## config.mk

```make
export PLATFORM = sky130hd
export DESIGN_NAME = twowire_rom_resp
export DESIGN_NICKNAME = d
export VERILOG_FILES = /design/src/rtl/twowire_rom_resp.sv
export SDC_FILE = /design/constraint.sdc
export NUM_CORES = 1
export LEC_CHECK = 0
export BUFFER_PORTS_ARGS = -buffer_cell sky130_fd_sc_hd__buf_2
export CELL_PAD_IN_SITES_DETAIL_PLACEMENT = 0
export CELL_PAD_IN_SITES_GLOBAL_PLACEMENT = 1
export CORE_ASPECT_RATIO = 0.9
export CORE_UTILIZATION = 45
export CTS_CLUSTER_DIAMETER = 100
export DETAILED_ROUTE_END_ITERATION = 8
export PLACE_DENSITY = 0.72
export SLEW_MARGIN = 30
export SYNTH_ARGS = -nofsm -noshare
export SYNTH_HDL_FRONTEND = slang
export SYNTH_SLANG_ARGS = --single-unit
export TNS_END_PERCENT = 20
```

## constraint.sdc

```tcl
create_clock -name clk -period 6.59 [get_ports clk]
set_input_delay 0.659 -clock clk [delete_from_list [all_inputs] [get_ports clk]]
set_output_delay 0.659 -clock clk [all_outputs]
set_load 0.02 [all_outputs]
```

## src/rtl/twowire_rom_resp.sv

```systemverilog
module twowire_rom_resp #(
  parameter int unsigned STEP = 29,
  parameter int unsigned BASE = 53
) (
  input  logic clk,
  input  logic rst_n,
  input  logic upd,
  input  logic scl_in,
  input  logic sda_in,
  output logic sda_out
);
  localparam int unsigned SUM_IDX = 63;

  function automatic logic [7:0] fill(input int unsigned i);
    return 8'((i * STEP + BASE) % 256);
  endfunction

  function automatic logic [7:0] sum_low();
    logic [7:0] s = 8'd0;
    for (int unsigned i = 0; i < SUM_IDX; i++) s = s + fill(i);
    return s;
  endfunction

  localparam logic [7:0] CSUM = sum_low();

  function automatic logic [7:0] rom(input logic [7:0] a);
    return (a == 8'(SUM_IDX)) ? CSUM : fill(int'(a));
  endfunction

  logic       scl_q, sda_q, ack;
  logic [4:0] cnt;
  logic [7:0] cmd, addr, dat;

  logic       n_sda, n_ack;
  logic [4:0] n_cnt;
  logic [7:0] n_cmd, n_addr, n_dat;

  wire cond   = scl_q && scl_in && (sda_q != sda_in);
  wire rise   = !scl_q && scl_in;
  wire [7:0] addr_nx = {addr[6:0], sda_in};

  assign sda_out = sda_q;

  always_comb begin
    n_sda  = sda_in;
    n_ack  = ack;
    n_cnt  = cnt;
    n_cmd  = cmd;
    n_addr = addr;
    n_dat  = dat;
    if (cond) begin
      if (!sda_in) begin
        n_cnt = 5'd1;
        n_cmd = 8'd0;
      end
    end else if (cnt == 5'd0 && !ack) begin
      n_cnt = cnt;
    end else if (rise) begin
      if (ack) begin
        n_sda = 1'b0;
        n_ack = 1'b0;
      end else if (sda_q == sda_in) begin
        if (cnt < 5'd9) begin
          n_cmd = {cmd[6:0], sda_in};
          n_cnt = 5'(cnt + 5'd1);
          if (cnt == 5'd8) n_ack = 1'b1;
        end else if (cnt < 5'd17) begin
          if (cmd[0]) n_sda = dat[7];
          n_addr = addr_nx;
          n_dat  = {dat[6:0], 1'b0};
          n_cnt  = 5'(cnt + 5'd1);
          if (cnt == 5'd16) begin
            n_dat = rom(addr_nx);
            n_ack = 1'b1;
            n_cnt = 5'd0;
          end
        end else begin
          n_sda = 1'b0;
        end
      end
    end
  end

  always_ff @(posedge clk or negedge rst_n) begin
    if (!rst_n) begin
      scl_q <= 1'b1;
      sda_q <= 1'b1;
      ack   <= 1'b0;
      cnt   <= 5'd0;
      cmd   <= 8'd0;
      addr  <= 8'd0;
      dat   <= 8'd0;
    end else if (upd) begin
      scl_q <= scl_in;
      sda_q <= n_sda;
      ack   <= n_ack;
      cnt   <= n_cnt;
      cmd   <= n_cmd;
      addr  <= n_addr;
      dat   <= n_dat;
    end
  end
endmodule


```

; Word-level counts from Yosys, hierarchy flattened
; Index checks and enable logic that the tools add are counted.
; W data, S select, Z words.
[totals]
ff_bits = 24
input_bits = 5
output_inout_bits = 1
elab_cells = 71
[classes]
add_sub_neg = 2
multipliers = 1
magnitude_cmp = 2
eq_ne = 8
muxes = 32
bitwise_logic = 4
reduce_logical = 15
[ops]
columns = operator, count
row1 = $mux W5, 9
row2 = $mux W1, 21
row3 = $mux W8, 2
row4 = $reduce_and A7 Y1, 2
row5 = $add A8 B6 Y8 const B, 1
row6 = $eq A8 B6 Y1 const B, 1
row7 = $mul A8 B5 Y8 const B, 1
row8 = $reduce_and A8 Y1, 1
row9 = $reduce_bool A2 Y1, 3
row10 = $add A5 B1 Y5 const B, 1
row11 = $eq A5 B4 Y1 const B, 1
row12 = $eq A5 B5 Y1 const B, 1
row13 = $logic_not A5 Y1, 1
row14 = $lt A5 B4 Y1 const B, 1
row15 = $lt A5 B5 Y1 const B, 1
row16 = $logic_and A1 B1 Y1, 4
row17 = $ne A2 B2 Y1 const B, 2
row18 = $not A1 Y1, 4
row19 = $reduce_and A4 Y1, 1
row20 = $reduce_bool A3 Y1, 1
row21 = $logic_not A1 Y1, 2
row22 = $ne A2 B1 Y1 const B, 1
row23 = $eq A1 B1 Y1, 1
row24 = $ne A1 B1 Y1, 1

; Depth between registers and ports, before layout
; Gate-level depths: netlist of run 1.
[depth]
depth_word = 9
mapped_depth = 13
mapped_depth_nobuf = 12

; Worst setup path after synthesis of run 1
; Ideal clock, no wire load.
[synth_path]
kind = reg-to-reg
start = register addr[1]
end = register dat[7]
setup_time_ns = 0.120
t_arrival_ns = 2.882
required_time_ns = 6.470
setup_slack_ns = 3.589
path_stages_with_launch = 11
path_buffers = 0
period_less_slack_ns = 3.001
path_cell_list = dfrtp_1 > inv_1 > fa_1 > fa_1 > inv_1 > fa_1 > ha_1 > a21oi_1 > o21ai_0 > xnor2_1 > a31o_1
[synth_via]
elab_chain_cells = 4
word_cells_on_any_way = 5
cone_classes = 1 x add/sub / 1 x mul / 1 x eq/ne / 2 x mux
[synth_rtl]
columns = element, line_no
row1 = start: declaration, 32  ; logic [7:0] cmd, addr, dat;
row2 = start signal: assignment, 99  ; addr <= n_addr;
row3 = $mul A8 B5 Y8, 15  ; return 8'((i * STEP + BASE) % 256);
row4 = $add A8 B6 Y8, 15
row5 = $mux W8 (*), 27  ; return (a == 8'(SUM_IDX)) ? CSUM : fill(int'(a));
row6 = $mux W8 (*), 72  ; if (cnt == 5'd16) begin
row7 = end signal: assignment, 100  ; dat <= n_dat;
row8 = end: declaration, 32
; Mark *: on every way between the ends. The rest lies on a longest branch, timed or not.
; A chain may end at the register's enable or synchronous reset.

; Worst setup path in the final report of run 1
; Same ends and word-level chain as after synthesis.

==> run metrics, run 1 <==
fin util 48.8%; max-cap violation count 0; starting density of the core 46.9%; WP data required 6.75 ns; clock slew at reported path FFs 0.08 ns; fillers 393; Synth Flop Type dfrtp_1; first-pass GRT wire length 6380 um; Initial DRC Count 143; routed via count 1,399; cts bufs inserted 3; EDFF count, synth 0; CP Launch Type flop; Final Skew 0.00372 ns; Hold Violations, Final 0; Final period util 49.2%; CTS max path bufs 2; worst-path fanout max 5; register area 603 um^2; crit path kind flop to flop; dpl ws 3.24 ns; Syn Area/Cell 9.63 um^2; die area 4480 um^2; VDD IR-drop max 246 uV; htree depth 1; gr usage total 18.0%; Worst Path Arrival 3.40 ns; pwr dens 481 nW/um^2; Worst slew margin 53.8%; CTS tree built; status finished clean; Routed WL 3570 um; share of cells above drive strength 1 10.7%; hold buffer count at cts 0; ANT cells 0; Pleak 0.924 nW; GRT overflow 0; Die Y 63.6 um; commonest non-fill, non-tap cells in the layout dfrtp_1, o21ai_0, inv_1, ha_1, nand2_1; initial antenna violation count 0; cts repair resizes 0; number of setup violations in the final report 0; number of port buffers 5; drt wl/cell 14.6 um; Hold WC Path Type input pin to async pin; min Tclk post-route 3.24 ns; pin count of the biggest net entering global routing 25; clock sinks 24; multi-input logic area 1140 um^2; Synth Register Bits 24; hpwl dp 2820 um; Max Freq 0.308 GHz; # Post-CTS Setup Buffers 0; DR vias/cell 5.71; Final #Nets 228; I/O Pins 6; RSZ-0062 raised after global routing no; Critical Path Sink Type flop; commonest non-fill, non-tap cell in the layout dfrtp_1; post-synthesis sequential area ratio 31.8%; mapped cell area 1900 um^2; Synthesis Warnings 0; worst slew pin tran 0.683 ns; number of global-route vias before repair 1,361; number of core rows 22; Cells after Synth 197; die width 70.4 um; layout overhead on the synthesized area 4.16%; core area 4050 um^2; Skew-Pair Late Insertion Delay 0.26 ns; final worst slack 3.35 ns; Final Wtd Congestion 0.855; Clock Tree Root clkbuf_8; Max Slew Vio Count 0; antenna viol nets, final 0; DRC 0; distinct cell type count after synthesis 51; Synthesized Nets 227; total negative setup slack 0 ns; fraction of registers with async set/reset 100%; drt pass-1 iters 5
synthesized netlist by cell type (all sizes together) (3+ instances only):
cell type | count | area, um^2
a21oi | 8 | 43.8
a22oi | 5 | 37.5
buf | 8 | 73.8
dfrtp | 22 | 551
fa | 6 | 120
ha | 19 | 238
inv | 19 | 71.3
mux2 | 3 | 33.8
nand2 | 15 | 56.3
nand3 | 4 | 20.0
nor2 | 11 | 57.6
nor2b | 4 | 25.0
o21ai | 22 | 110
xnor2 | 10 | 87.6
sequential cells by signal, summed over array words and instances, names as in the netlist:
signal and cells:
cmd 1, cnt 5, dat 8, scl_q 1, addr 7, sda_out 1, ack 1
power by group:
| group | total (W) | internal (W) | leakage, nW | switching, W |
|---|---|---|---|---|
| clock network | 0.000127 | 0.0000811 | 0.0357 | 0.0000454 |
| logic | 0.000585 | 0.000275 | 0.591 | 0.000310 |
| registers | 0.000239 | 0.000186 | 0.297 | 0.0000534 |
| total | 0.000951 | 0.000543 | 0.924 | 0.000408 |
critical path: stages, from the launching register on:
cell	delay (ns)
dfrtp_1	0.45
inv_1	0.12
fa_1	0.51
fa_1	0.52
inv_1	0.06
fa_1	0.49
ha_1	0.36
a21oi_1	0.15
o21ai_0	0.11
xnor2_1	0.14
a31o_1	0.21
metrics by stage:
step	hold slack, ns	total power, W	area (um^2)	cells
6_report	0.368	0.000951	1980	245
5_1_grt	0.404	0.00105	1980	245
4_1_cts	0.383	0.000963	1980	245
3_5_place_dp	0.494	0.000829	1900	241
3_3_place_gp	0.485	0.000809	1900	241
2_1_floorplan	0.363	0.000711	1900	197
kinds of logic after synthesis:
kind of cell | share of synthesized area (%)
buffers and inverters | 7.85
DFF | 31.8
adders and majority gates | 18.9
muxes | 3.03
and+or+nand+nor | 14.1
xor gates and xnor gates | 5.94
AOI/OAI and AO/OA | 18.4
per-layer routing:
| layer | track usage [%] | vias to the layer above | part of all wire, % | wire length (um) |
|---|---|---|---|---|
| met3 | 4.00 | 2 | 5.8 | 206 |
| met5 | 0 | - | 0 | 0 |
| met2 | 27.1 | 39 | 43 | 1540 |
| met1 | 26.5 | 663 | 51 | 1820 |
| li1 | - | 695 | - | - |
| met4 | 3.00 | 0 | 0.39 | 14 |
layout make-up:
type	count	share of cell area [%]
clock buffers	3	2.09
clock inverters	1	1.52
inverters	19	3.61
multi-input cells	145	57.9
flip-flops and latches	24	30.5
well taps	48	3.04
repair buffers	5	1.27
worst paths after layout:
path	from	end	slack, ns	cells past startpoint
hold / removal	rst_n	cnt[4]	0.37	1
max in group asynchronous	rst_n	scl_q	5.85	1
setup reg to reg	addr[1]	dat[7]	3.35	10
hold reg to reg	dat[6]	dat[6]	0.51	2
setup / recovery	addr[1]	dat[7]	3.35	10
min in group clk	dat[6]	dat[6]	0.51	2
Note: power is estimated with default switching activity, not from simulation.
==> run 2, diff against run 1 <==
Settings changed: CORE_UTILIZATION 45 to 44, PLACE_DENSITY 0.72 to 0.74.
Clock period 6.59 ns to 2.65 ns, I/O delays scaled along.
==> run 2 against run 1 <==
  * Clock skew shrank 0.0018 ns
  * Highest routed layer unchanged
  * The run now ends with design-rule violations, negative setup slack left
  * Worst hold slack lost 0.18 ns
  * Critical path depth is the same
  * Clock power grew 71%
  * Die area grew 2.2%
  * Register-to-register slack lost 3.5 ns
  * Critical path type unchanged
==> run metrics, run 2 (synthesis gave the netlist of run 1 again) <==
Max Slew Vio Count 0 (unchanged); Largest regs dat (8), addr (7), cnt (5); GRT overflow 0 (unchanged); final non-filler cell total 264 (+7.8%); starting density of the core 46.2% (-0.63 points); first-pass GRT wire length 6780 um (+6.3%); Hold WC Path Type input pin to flop; slowest stage delay, CP 0.52 ns (about the same); final worst slack -0.158 ns (-3.51 ns); Final Wtd Congestion 0.888 (+3.9%); RSZ-0062 raised after global routing yes; ANT cells 0 (unchanged); worst-path fanout max 3 (-2); Routed WL 3790 um (+6.1%); CTS tree built; fillers 374 (-4.8%); max reg flops 8 (unchanged); Finished Cell Area 2140 um^2 (+8.2%); pin count of the biggest net entering global routing 25 (unchanged); commonest non-fill, non-tap cells in the layout dfrtp_1, o21ai_0, buf_4; core area 4100 um^2 (+1.4%); Buffers & Inverters on Critical Path 3 (+1); number of port buffers 5 (unchanged); share of cells above drive strength 1 21.3% (+11 points); commonest non-fill, non-tap cell in the layout dfrtp_1; Max Freq 0.356 GHz (+15%); worst slew pin tran 0.553 ns (-0.130 ns); Reg with most FFs dat; failing checks design-rule violations, negative setup slack; crit path kind flop to flop; Worst Path Arrival 2.96 ns (-0.44 ns); pwr dens 1250 nW/um^2 (+160%); Pleak 1.00 nW (+8.3%); clock slew at reported path FFs 0.08 ns (about the same); CP top delay family adder cells; htree depth 1 (unchanged); Final Skew 0.00188 ns (-0.00184 ns); Critical Path Sink Type flop; crit path max-delay cell type fa_1; Hold Violations, Final 0 (unchanged); I/O Pins 6 (unchanged); die width 71.2 um (+1.1%); cts bufs inserted 3 (unchanged); max-cap violation count 0 (unchanged); Skew-Pair Late Insertion Delay 0.26 ns (about the same); number of global-route vias before repair 1,429 (+5.0%); die area 4580 um^2 (+2.2%); Initial DRC Count 80 (-44%); worst hold slack 0.187 ns (-0.181 ns); drt wl/cell 14.4 um (-1.5%); CP dominant cell by count fa_1; CTS max path bufs 2 (unchanged); dpl ws -0.150 ns (-3.39 ns); initial antenna violation count 0 (unchanged); Final period util 106% (+57 points); min Tclk post-route 2.81 ns (-0.435 ns); placed cells 259 (+7.5%); DR vias/cell 5.49 (-3.9%); VDD IR-drop max 615 uV (+150%); CP Launch Type flop; Final #Nets 247 (+8.3%); Die Y 64.3 um (+1.1%); WP data required 2.80 ns (-3.95 ns); DRC 1 (+1); gr usage total 18.7% (+0.74 points); register area 603 um^2 (unchanged); DP Area 2060 um^2 (+7.9%); number of setup violations in the final report 2 (+2); Clock Tree Root clkbuf_8; number of core rows 22 (unchanged); crit path cell chain inv_2 > fa_1 > fa_1 > inv_1 > fa_1 > ha_4 > buf_4 > xnor2_1 > o221ai_1 > nand2_1; antenna viol nets, final 0 (unchanged); fin util 52.1% (+3.3 points); drt pass-1 iters 6 (+1); clock sinks 24 (unchanged); # Post-CTS Setup Buffers 0 (unchanged); hpwl dp 2990 um (+5.9%); Worst slew margin 62.9% (+9.0 points); routed via count 1,449 (+3.6%); layout overhead on the synthesized area 12.7%; status finished, violations left; multi-input logic area 1190 um^2 (+3.7%)
[run 2: what timing repair did]
action                                  4_1_cts  5_1_grt
resized for setup                             2        2
hold buffers                                  1        0
endpoints found under the setup margin        3        3
pin swaps                                     1        4
hold endpoints to repair                     22        0
[run 2: stage by stage]
step	power, W	setup TNS (ns)
final	0.00267	-0.292
after global routing	0.00293	-0.555
after CTS	0.00265	-0.307
after detailed placement	0.00234	-0.305
after global placement	0.00229	-0.201
after floorplan	0.00188	-0.154
[run 2: report_power, final]
| group | switching, W | internal, W | total, W |
|---|---|---|---|
| registers | 0.0000934 | 0.000463 | 0.000556 |
| logic | 0.000908 | 0.000988 | 0.00190 |
| clock network | 0.000110 | 0.000107 | 0.000217 |
| total | 0.00111 | 0.00156 | 0.00267 |
[run 2: worst paths after layout]
kind	start	end	slack, ns	depth (start not counted)
hold / removal	upd	scl_q	0.19	2
setup reg to reg	addr[1]	dat[6]	-0.16	10
min in group asynchronous	rst_n	dat[5]	0.51	2
setup / recovery	addr[1]	dat[6]	-0.16	10
max in group asynchronous	rst_n	scl_q	1.77	2
hold reg to reg	dat[6]	dat[6]	0.51	2
[run 2: layer usage]
| layer | track usage [%] | vias up | part of all wire (%) |
|---|---|---|---|
| li1 | - | 730 | - |
| met5 | 0 | - | 0 |
| met1 | 27.2 | 690 | 51 |
| met2 | 29.0 | 27 | 45 |
| met4 | 2.25 | 0 | 0.37 |
| met3 | 4.42 | 2 | 4.0 |
[run 2: cell type report]
| type | instances | area share, % |
|---|---|---|
| Clock buffer | 4 | 2.11 |
| Inverter | 19 | 3.34 |
| Multi-Input combinational cell | 145 | 55.6 |
| Sequential cell | 24 | 28.2 |
| Tap cell | 48 | 2.81 |
| Timing Repair Buffer | 24 | 7.96 |
==> run 3, diff against run 2 <==
Settings changed: RECOVER_POWER set to 50, SETUP_SLACK_MARGIN set to 0.1.
==> run 3 against run 2 <==
  * The flow still finishes with violations (design-rule violations, negative setup slack)
  * Flip-flop and latch count is the same
  * Routed wire length is 1.2% higher
  * Largest power group unchanged
  * Global-route usage fell by 0.068 points
  * Register-to-register slack barely moved
  * Critical endpoint unchanged
  * Sequential share of layout area fell by 0.066 points
  * Non-clock buffer count stayed put
==> run metrics, run 3 (synthesis gave the netlist of run 1 again) <==
ANT cells 0 (unchanged); Critical R2R Launch addr[1]; CP Launch Type flop; first-pass GRT wire length 6750 um (-0.40%); crit path cell chain inv_2 > fa_1 > fa_1 > inv_1 > fa_1 > ha_4 > buf_4 > xnor2_1 > o221ai_1 > nand2_1; CTS tree built; pwr dens 1240 nW/um^2 (-0.38%); share of cells above drive strength 1 21.3% (unchanged); Routed WL 3840 um (+1.2%); routed via count 1,445 (-0.28%); starting density of the core 46.2% (unchanged); die width 71.2 um (unchanged); commonest non-fill, non-tap cell in the layout dfrtp_1; RSZ-0062 raised after global routing yes; I/O Pins 6 (unchanged); Skew-Pair Late Insertion Delay 0.26 ns (about the same); Buffers & Inverters on Critical Path 3 (unchanged); max-cap violation count 0 (unchanged); Worst Path Arrival 2.96 ns (about the same); Die Y 64.3 um (unchanged); core area 4100 um^2 (unchanged); antenna viol nets, final 0 (unchanged); Reg with most FFs dat; Worst slew margin 14.8% (-48 points); htree depth 1 (unchanged); Hold WC Path Type input pin to flop; worst slew pin tran 1.28 ns (+0.725 ns); min Tclk post-route 2.81 ns (+0.0000210 ns); worst-path fanout max 3 (unchanged); cts bufs inserted 3 (unchanged); slowest stage delay, CP 0.52 ns (about the same); Hold Crit Endpoint scl_q; CTS max path bufs 2 (unchanged); crit path kind flop to flop; placed cells 259 (unchanged); Critical Path Sink Type flop; number of core rows 22 (unchanged); layout overhead on the synthesized area 12.9%; number of setup violations in the final report 2 (unchanged); number of port buffers 5 (unchanged); commonest non-fill, non-tap cells in the layout dfrtp_1, o21ai_0, buf_4; hold path depth 2 (unchanged); DR vias/cell 5.47 (-0.28%); drt wl/cell 14.5 um (+1.2%); CP dominant cell by count fa_1; Final Skew 0.00182 ns (-0.0000567 ns); Final #Nets 247 (unchanged); DRC 1 (unchanged); Max Slew Vio Count 0 (unchanged); Hold Crit Start upd; pin count of the biggest net entering global routing 25 (unchanged); worst hold slack 0.184 ns (-0.00233 ns); VDD IR-drop max 614 uV (-0.15%); crit path max-delay cell type fa_1; Max Freq 0.356 GHz (about the same); reg2reg end dat[6]; failing checks design-rule violations, negative setup slack; WP data required 2.80 ns (about the same); die area 4580 um^2 (unchanged); initial antenna violation count 0 (unchanged); # Post-CTS Setup Buffers 0 (unchanged); Largest regs dat (8), addr (7), cnt (5); final worst slack -0.158 ns (-0.0000210 ns); GRT overflow 0 (unchanged); number of global-route vias before repair 1,421 (-0.56%); CP top delay family adder cells; gr usage total 18.6% (-0.068 points); Hold Violations, Final 0 (unchanged); DP Area 2060 um^2 (unchanged); Final Wtd Congestion 0.888 (unchanged); Finished Cell Area 2140 um^2 (+0.23%); final non-filler cell total 264 (unchanged); Reg2Reg Depth 10 (unchanged); Pleak 0.995 nW (-0.60%); reg2reg setup slack -0.16 ns (about the same); Clock Tree Root clkbuf_8; Initial DRC Count 97 (+21%); max reg flops 8 (unchanged); clock sinks 24 (unchanged); Final period util 106% (about the same); drt pass-1 iters 6 (unchanged); status finished, violations left; clock slew at reported path FFs 0.08 ns (about the same); hpwl dp 2990 um (unchanged)
run 3: metal layers:
layer,track usage [%],vias up,wire length (um)
met5,0,-,0
met4,2.25,0,14
met3,4.42,2,139
met2,28.8,27,1730
met1,27.2,687,1950
li1,-,729,-
run 3: stage by stage:
stage	worst slack [ns]	setup TNS (ns)	util, %	total power (W)
3_5_place_dp	-0.150	-0.305	50.1	0.00234
4_1_cts	-0.163	-0.307	51.8	0.00265
6_report	-0.158	-0.296	52.2	0.00267
3_3_place_gp	-0.109	-0.201	50.1	0.00229
5_1_grt	-0.261	-0.577	52.2	0.00293
2_1_floorplan	-0.154	-0.154	-	0.00188
run 3: how the worst max path moves through the flow:
stage	start	end	slack (ns)	cells after the start
global route	addr[1]	dat[6]	-0.26	10
finish	addr[1]	dat[6]	-0.16	10
detailed placement	addr[3]	dat[7]	-0.15	10
floorplan	addr[2]	dat[7]	-0.15	10
CTS	addr[1]	dat[6]	-0.16	10
global placement	addr[0]	dat[6]	-0.11	10
run 3: where the power goes:
part | internal [W] | total (W) | switching [W] | leakage (nW)
clock | 0.000107 | 0.000217 | 0.000110 | 0.0228
sequential | 0.000463 | 0.000557 | 0.0000942 | 0.297
combinational | 0.000987 | 0.00189 | 0.000905 | 0.675
run 3: what timing repair did:
action	CTS	global route
pin swaps	4	1
hold buffers	1	0
setup endpoints to repair	4	4
hold endpoints to repair	22	0
gates resized for setup	3	2
run 3: layout make-up:
type                       count  area, um^2
fill                         374        1960
multi-input combinational    145        1190
sequential                    24         603
timing repair buffer          24         169
inverter                      19        71.3
tap                           48        60.1
clock buffer                   4        45.0
